### config.mk
export PLATFORM = sky130hd
export DESIGN_NAME = pcie_irq_agg
export DESIGN_NICKNAME = d
export VERILOG_FILES = /design/src/rtl/pcie_irq_pkg.sv /design/src/rtl/pirq_w1c_bank.sv /design/src/rtl/pirq_msi_capture.sv /design/src/rtl/pirq_irq_fsm.sv /design/src/rtl/pcie_irq_agg.sv
export SDC_FILE = /design/constraint.sdc
export NUM_CORES = 1
export LEC_CHECK = 0
export ABC_AREA = 0
export BUFFER_PORTS_ARGS = -buffer_cell sky130_fd_sc_hd__buf_4
export CORE_ASPECT_RATIO = 0.9
export CORE_MARGIN = 5
export CORE_UTILIZATION = 56
export CTS_BUF_LIST = sky130_fd_sc_hd__clkbuf_4 sky130_fd_sc_hd__clkbuf_8 sky130_fd_sc_hd__clkbuf_16
export DETAILED_ROUTE_END_ITERATION = 7
export GPL_TIMING_DRIVEN = 0
export PLACE_DENSITY_LB_ADDON = 0.15
export SETUP_SLACK_MARGIN = 0.3
export SLEW_MARGIN = 0
export SYNTH_ARGS = -nofsm -noshare
export SYNTH_HDL_FRONTEND = slang
export SYNTH_HIERARCHICAL = 1
export SYNTH_SLANG_ARGS = --single-unit
export TNS_END_PERCENT = 10
### constraint.sdc
create_clock -name clk -period 2.55 [get_ports clk]
set_input_delay 0.3825 -clock clk [delete_from_list [all_inputs] [get_ports clk]]
set_output_delay 0.3825 -clock clk [all_outputs]
set_load 0.01 [all_outputs]
### src/rtl/pcie_irq_pkg.sv
package pcie_irq_pkg;

    localparam int REG_AW    = 12;
    localparam int REG_DW    = 32;
    localparam int MSI_IDX_W = 5;
    localparam int SUM_BIT   = 28;

    localparam logic [REG_AW-1:0] OFF_CFG     = 12'h0A8;
    localparam logic [REG_AW-1:0] OFF_LMASK   = 12'h180;
    localparam logic [REG_AW-1:0] OFF_LSTAT   = 12'h184;
    localparam logic [REG_AW-1:0] OFF_HMASK   = 12'h188;
    localparam logic [REG_AW-1:0] OFF_HSTAT   = 12'h18C;
    localparam logic [REG_AW-1:0] OFF_MADDR   = 12'h190;
    localparam logic [REG_AW-1:0] OFF_MSTAT   = 12'h194;

    // implemented local positions: DMA err, AXI err, PCIe err, INTx, summary, AER, PM, SYS
    localparam logic [REG_DW-1:0] LOCAL_IMPL  = 32'hFF77_0300;
    localparam logic [REG_DW-1:0] SUM_MASK    = 32'h1000_0000;

    typedef enum logic [0:0] {
        IRQ_QUIET  = 1'b0,
        IRQ_RAISED = 1'b1
    } irq_state_e;

    typedef enum logic [2:0] {
        SEL_NONE,
        SEL_CFG,
        SEL_LMASK,
        SEL_LSTAT,
        SEL_HMASK,
        SEL_HSTAT,
        SEL_MADDR,
        SEL_MSTAT
    } reg_sel_e;

    function automatic reg_sel_e decode_offset(input logic [REG_AW-1:0] addr);
        reg_sel_e sel;
        case (addr)
            OFF_CFG:   sel = SEL_CFG;
            OFF_LMASK: sel = SEL_LMASK;
            OFF_LSTAT: sel = SEL_LSTAT;
            OFF_HMASK: sel = SEL_HMASK;
            OFF_HSTAT: sel = SEL_HSTAT;
            OFF_MADDR: sel = SEL_MADDR;
            OFF_MSTAT: sel = SEL_MSTAT;
            default:   sel = SEL_NONE;
        endcase
        return sel;
    endfunction

endpackage

### src/rtl/pirq_w1c_bank.sv
module pirq_w1c_bank #(
    parameter int               WIDTH = 32,
    parameter logic [WIDTH-1:0] IMPL  = '1
) (
    input  logic             clk,
    input  logic             rst_n,
    input  logic [WIDTH-1:0] set_i,
    input  logic             clr_we_i,
    input  logic [WIDTH-1:0] clr_i,
    output logic [WIDTH-1:0] q_o
);

    logic unused_bits;
    assign unused_bits = ^{set_i & ~IMPL, clr_i & ~IMPL};

    for (genvar i = 0; i < WIDTH; i++) begin : g_bit
        if (IMPL[i]) begin : g_flop
            logic bit_q;
            always_ff @(posedge clk) begin
                if (!rst_n) begin
                    bit_q <= 1'b0;
                end else if (set_i[i]) begin
                    bit_q <= 1'b1;          // a new event outranks a clear
                end else if (clr_we_i && clr_i[i]) begin
                    bit_q <= 1'b0;
                end
            end
            assign q_o[i] = bit_q;
        end else begin : g_tie
            assign q_o[i] = 1'b0;
        end
    end

endmodule

### src/rtl/pirq_msi_capture.sv
module pirq_msi_capture #(
    parameter int IDX_W    = 5,
    parameter int CNT_LOG2 = 5
) (
    input  logic                  stb_i,
    input  logic [IDX_W-1:0]      idx_i,
    output logic [(1<<IDX_W)-1:0] hit_vec_o,
    output logic                  hit_o
);

    localparam int NUM_VEC = 1 << CNT_LOG2;

    logic in_range;
    assign in_range = stb_i && (int'(idx_i) < NUM_VEC);
    assign hit_o    = in_range;

    for (genvar v = 0; v < (1 << IDX_W); v++) begin : g_vec
        assign hit_vec_o[v] = in_range && (idx_i == IDX_W'(v));
    end

endmodule

### src/rtl/pirq_irq_fsm.sv
module pirq_irq_fsm
    import pcie_irq_pkg::*;
(
    input  logic clk,
    input  logic rst_n,
    input  logic pend_i,
    output logic irq_o
);

    irq_state_e state_q, state_n;

    always_ff @(posedge clk) begin
        if (!rst_n) begin
            state_q <= IRQ_QUIET;
        end else begin
            state_q <= state_n;
        end
    end

    always_comb begin
        state_n = state_q;
        unique case (state_q)
            IRQ_QUIET:  state_n = pend_i ? IRQ_RAISED : IRQ_QUIET;
            IRQ_RAISED: state_n = pend_i ? IRQ_RAISED : IRQ_QUIET;
        endcase
    end

    always_comb begin
        irq_o = (state_q == IRQ_RAISED);
    end

endmodule

### src/rtl/pcie_irq_agg.sv
module pcie_irq_agg
    import pcie_irq_pkg::*;
#(
    parameter int MSI_CNT_LOG2 = 5,
    parameter bit MSIX_CAP     = 1'b0,
    parameter int HOST_W       = 32
) (
    input  logic                 clk,
    input  logic                 rst_n,
    input  logic [REG_DW-1:0]    loc_evt_i,
    input  logic [HOST_W-1:0]    host_evt_i,
    input  logic                 msi_stb_i,
    input  logic [MSI_IDX_W-1:0] msi_idx_i,
    input  logic                 reg_we_i,
    input  logic [REG_AW-1:0]    reg_addr_i,
    input  logic [REG_DW-1:0]    reg_wdata_i,
    output logic [REG_DW-1:0]    reg_rdata_o,
    output logic                 irq_o
);

    localparam int              NUM_VEC   = 1 << MSI_CNT_LOG2;
    localparam logic [REG_DW-1:0] MSI_VALID = (NUM_VEC >= REG_DW) ? {REG_DW{1'b1}}
                                            : ((REG_DW'(1) << NUM_VEC) - REG_DW'(1));
    localparam logic [REG_DW-1:0] CFG_WORD  = {MSIX_CAP, 24'd0, 3'(MSI_CNT_LOG2), 4'd0};

    reg_sel_e            sel;
    logic [REG_DW-1:0]   lmask_q;
    logic [HOST_W-1:0]   hmask_q;
    logic [REG_DW-1:0]   maddr_q;
    logic [REG_DW-1:0]   lstat_q;
    logic [HOST_W-1:0]   hstat_q;
    logic [REG_DW-1:0]   mstat_q;
    logic [REG_DW-1:0]   msi_hit_vec;
    logic                msi_hit;
    logic [REG_DW-1:0]   lset;
    logic                pend;

    assign sel = decode_offset(reg_addr_i);

    // plain read/write words
    always_ff @(posedge clk) begin
        if (!rst_n) begin
            lmask_q <= '0;
            hmask_q <= '0;
            maddr_q <= '0;
        end else if (reg_we_i) begin
            if (sel == SEL_LMASK) lmask_q <= reg_wdata_i & LOCAL_IMPL;
            if (sel == SEL_HMASK) hmask_q <= reg_wdata_i[HOST_W-1:0];
            if (sel == SEL_MADDR) maddr_q <= reg_wdata_i;
        end
    end

    pirq_msi_capture #(
        .IDX_W    (MSI_IDX_W),
        .CNT_LOG2 (MSI_CNT_LOG2)
    ) u_msi_cap (
        .stb_i     (msi_stb_i),
        .idx_i     (msi_idx_i),
        .hit_vec_o (msi_hit_vec),
        .hit_o     (msi_hit)
    );

    assign lset = (loc_evt_i & ~SUM_MASK) | (msi_hit ? SUM_MASK : '0);

    pirq_w1c_bank #(
        .WIDTH (REG_DW),
        .IMPL  (LOCAL_IMPL)
    ) u_local_bank (
        .clk      (clk),
        .rst_n    (rst_n),
        .set_i    (lset),
        .clr_we_i (reg_we_i && (sel == SEL_LSTAT)),
        .clr_i    (reg_wdata_i),
        .q_o      (lstat_q)
    );

    pirq_w1c_bank #(
        .WIDTH (HOST_W),
        .IMPL  ({HOST_W{1'b1}})
    ) u_host_bank (
        .clk      (clk),
        .rst_n    (rst_n),
        .set_i    (host_evt_i),
        .clr_we_i (reg_we_i && (sel == SEL_HSTAT)),
        .clr_i    (reg_wdata_i[HOST_W-1:0]),
        .q_o      (hstat_q)
    );

    pirq_w1c_bank #(
        .WIDTH (REG_DW),
        .IMPL  (MSI_VALID)
    ) u_msi_bank (
        .clk      (clk),
        .rst_n    (rst_n),
        .set_i    (msi_hit_vec),
        .clr_we_i (reg_we_i && (sel == SEL_MSTAT)),
        .clr_i    (reg_wdata_i),
        .q_o      (mstat_q)
    );

    assign pend = |(lstat_q & lmask_q);

    pirq_irq_fsm u_irq_fsm (
        .clk    (clk),
        .rst_n  (rst_n),
        .pend_i (pend),
        .irq_o  (irq_o)
    );

    always_comb begin
        reg_rdata_o = '0;
        unique case (sel)
            SEL_NONE:  reg_rdata_o = '0;
            SEL_CFG:   reg_rdata_o = CFG_WORD;
            SEL_LMASK: reg_rdata_o = lmask_q;
            SEL_LSTAT: reg_rdata_o = lstat_q;
            SEL_HMASK: reg_rdata_o = REG_DW'(hmask_q);
            SEL_HSTAT: reg_rdata_o = REG_DW'(hstat_q);
            SEL_MADDR: reg_rdata_o = maddr_q;
            SEL_MSTAT: reg_rdata_o = mstat_q;
        endcase
    end

endmodule

==> run summary <==
Counting flops and latches in the post-synthesis netlist gives 161. For the number of setup violations in the final report, the log shows 0. The worst hold path passes through 2 cells.

In this run, the number of DRC markers left after iteration 0 of detailed routing was 1063. Before antenna repair, the detailed router went through 6 iterations. After detailed routing, the number of remaining DRC violations is 0.

The cell at the root of the clock tree was sky130_fd_sc_hd__clkbuf_16. Setup repair after global routing could not meet its margin everywhere. The wire length of the first global-routing pass was 42.8 mm; the sequential fraction of the synthesis area was 38.6%. The top cell type by total area after synthesis was sky130_fd_sc_hd__dfxtp_1.

The top cell type by area accounts for 38.6% of the synthesized area. The placed wire-length estimate after detailed placement came out at 20.9 mm. Across every metal layer, demand over resource in global routing totals 31.6%.

The average instance area after synthesis is 8.43 sq um, and the clock transition at the registers of the reported paths is 0.07 ns. The flow ran to the end, and the final reports show no timing, DRC or antenna violations. Yosys mapped a number of flops with a built-in enable equal to 0. The number of failing hold endpoints at the final stage came out at 0. TritonCTS built the clock tree. The layout-stage area growth over the synthesis result came out at 25.9%. Summed over all cells, the static leakage comes to 4.39 nW. The start-to-end type of the worst setup path is input pin to output port.

In this run the tightest slew margin relative to its limit is 52.1%. In the synthesized netlist the dominant register cell turns out to be sky130_fd_sc_hd__dfxtp_1. Entering global routing, the biggest net connects 23 pins.

The minimum clock period after layout came out at 2.29 ns. The setup check on the worst reg-to-reg path leaves a slack of 1.19 ns. STA classifies the critical path startpoint as an input pin. The placer's final routability congestion estimate is 1.01, and the routed length per instance is 20.8 um. The tools report the end-of-flow core utilization as 71.7%. The number of antenna cells inserted came out at 0.

The startpoint identified for the worst hold timing path is reg_wdata_i[5]. The number of vias after detailed routing was 8126. In the final timing run, aggregate negative setup slack is 0 ns. Of all nets on the critical path, the largest fanout is 10.

After detailed routing, the number of vias per cell comes to 5.89. In this run the remaining antenna-violating nets after routing total 0. The initial utilization of the core area, before any placement, comes to 56.9%. The number of cells after detailed placement is 1332, and the clock insertion delay at the later pin of the skew report is 0.44 ns. Sorting the synthesized cells by how often they occur yields 161 x sky130_fd_sc_hd__dfxtp_1, 114 x sky130_fd_sc_hd__o21ai_0, 97 x sky130_fd_sc_hd__buf_4.

Port buffering added 129 buffers. Count of synthesis-stage warnings from yosys: 6. Between clock sinks in the finished design, the worst skew comes to 0.00596 ns. In this run the power density over the cells is 552 mW/mm^2. The number of antenna violations at the first check in global routing was 1; the width of the chip was 139 um.

The netlist uses 47 different library cells. The share of synthesized registers carrying an async set or reset works out to 0%. The number of non-filler instances in the completed layout came out at 1379.

The overall die area is 0.0175 sq mm, and the power consumption is 5.80 mW. Synthesis handed over a netlist of 990 instances. With fillers left out, the area of the finished cells amounts to 0.0105 sq mm. Measured slew at the worst slew-check pin: 0.715 ns. The worst setup path is captured at an output port. The mapped netlist covers 0.00835 sq mm.

Ranked by total cell area, the synthesized netlist is headed by sky130_fd_sc_hd__dfxtp_1 39%, sky130_fd_sc_hd__buf_4 8.7%, sky130_fd_sc_hd__o21ai_0 6.8%. Hold repair after CTS inserted 0 buffers. The remaining global-route overflow came out at 0.

The tools report the endpoint of the worst-slack reg-to-reg timing path as u_irq_fsm/irq_o. The fraction of final layout cells sized beyond drive strength 1 is 31.2%. The tools report the H-tree depth as 4.

Clock tree synthesis found a total of 161 sinks. After floorplanning, the core was sized to cover 0.0147 sq mm. Sink of the worst hold path: u_msi_bank/g_bit[5].g_flop.bit_q.

The fraction of the cycle the final worst path needs is 89.7%. The worst hold path belongs to the class input pin to flip-flop. The count of max-cap constraint violations was 0; the number of top-level pins was 150. Wires add up to 28.7 mm. The floorplan has 42 rows. The worst-case reg-to-reg path depth was 5; the number of buffers on the longest clock path was 2. The placed instances occupy a cell area of 0.00962 sq mm. Measured along the y axis, the die boundary spans 126 um. For the maximum clock rate, the log shows 0.437 GHz. The logs give 7593 for the via count of the first global-routing pass and 17 for the clock buffer count from CTS. The logs give 0.000586 V for the highest ir drop seen on vdd and 0 for the number of max-slew violations in the final report. The startpoint identified for the worst register-to-register timing path is u_local_bank/g_bit[26].g_flop.bit_q.

STA puts the critical path data required time at 2.17 ns. sky130_fd_sc_hd__dfxtp_1 is the most common cell in the netlist. The final layout contains 1286 nets.

The tools report the number of filler cells placed in the layout as 1179. Data on the critical path arrives at its endpoint at 1.91 ns.
[cells in the final DEF (no fill, tap or decap), types with 16 or more instances in the layout]
cell type / count
sky130_fd_sc_hd__buf_2: 20
sky130_fd_sc_hd__a22oi_1: 32
sky130_fd_sc_hd__nand2_1: 69
sky130_fd_sc_hd__clkbuf_16: 17
sky130_fd_sc_hd__inv_1: 81
sky130_fd_sc_hd__conb_1: 16
sky130_fd_sc_hd__clkbuf_1: 20
sky130_fd_sc_hd__a31oi_1: 79
sky130_fd_sc_hd__nand3_1: 48
sky130_fd_sc_hd__nor2_1: 47
sky130_fd_sc_hd__buf_4: 244
sky130_fd_sc_hd__dfxtp_1: 161
sky130_fd_sc_hd__o21ai_0: 114
sky130_fd_sc_hd__mux2_2: 32
sky130_fd_sc_hd__mux2i_1: 49
[worst max path at each step]
stage	from	to	cells after the start
final	reg_addr_i[3]	reg_rdata_o[27]	6
after detailed placement	reg_addr_i[2]	u_msi_bank/g_bit[17].g_flop.bit_q	7
after global placement	reg_addr_i[2]	u_msi_bank/g_bit[30].g_flop.bit_q	7
after global routing	reg_addr_i[11]	reg_rdata_o[9]	8
after CTS	reg_addr_i[9]	reg_rdata_o[23]	7
after floorplan	reg_addr_i[2]	u_msi_bank/g_bit[10].g_flop.bit_q	7
[layer usage]
metal	GRT usage (%)	routed length, um	vias to the layer above
li1	-	-	3782
met1	43.7	11800	3835
met2	48.0	12900	453
met3	9.02	3430	54
met4	10.4	578	2
met5	0	7	-
[worst max-delay path: stages]
cell and delay (ns):
sky130_fd_sc_hd__buf_2 0.21, sky130_fd_sc_hd__clkbuf_4 0.32, sky130_fd_sc_hd__mux2_2 0.37, sky130_fd_sc_hd__a22oi_1 0.30, sky130_fd_sc_hd__o22ai_1 0.15, sky130_fd_sc_hd__buf_4 0.17
[per-stage QoR]
stage / hold slack [ns] / setup WS (ns)
global route: 0.153 / 0.233
CTS: 0.151 / 0.262
floorplan: 0.434 / 0.515
finish: 0.154 / 0.262
global placement: 0.441 / -0.399
detailed placement: 0.450 / -0.451
[cells by family after synthesis]
kind of cell | Yosys count | share of synthesized area [%]
multiplexers | 81 | 10.2
other | 1 | 0.0449
AO/OA/AOI/OAI | 302 | 22.6
buffers and inverters | 244 | 16.6
AND/OR/NAND/NOR | 201 | 12.0
flip-flops | 161 | 38.6
[registers in the layout, indices dropped and copies added, names as in the netlist]
signal                           flops
hmask_q                             32
u_host_bank/g_bit.g_flop.bit_q      32
u_local_bank/g_bit.g_flop.bit_q     16
maddr_q                             32
lmask_q                             16
u_irq_fsm/irq_o                      1
u_msi_bank/g_bit.g_flop.bit_q       32
[report_power, final]
group | switching [mW] | total (mW) | internal, mW
Combinational | 0.332 | 0.641 | 0.310
Sequential | 0.0308 | 2.61 | 2.58
Clock | 1.05 | 2.56 | 1.50
[cell type report]
type	count	area, sq um	share of cell area, %
Sequential cell	161	3220	30.7
Clock inverter	10	109	1.04
Multi-Input combinational cell	600	3880	36.9
Inverter	81	304	2.89
Timing Repair Buffer	145	1110	10.6
Tap cell	198	248	2.36
Clock buffer	21	468	4.45
Buffer	163	1160	11.1
[what timing repair did]
| item | 4_1_cts | 5_1_grt |
|---|---|---|
| pin swaps | 5 | 11 |
| gates cloned | 0 | 1 |
| gates resized for setup | 33 | 32 |
| setup endpoints to repair | 91 | 60 |
| buffers inserted | 7 | 8 |
Power figures use the tool's default switching activity.
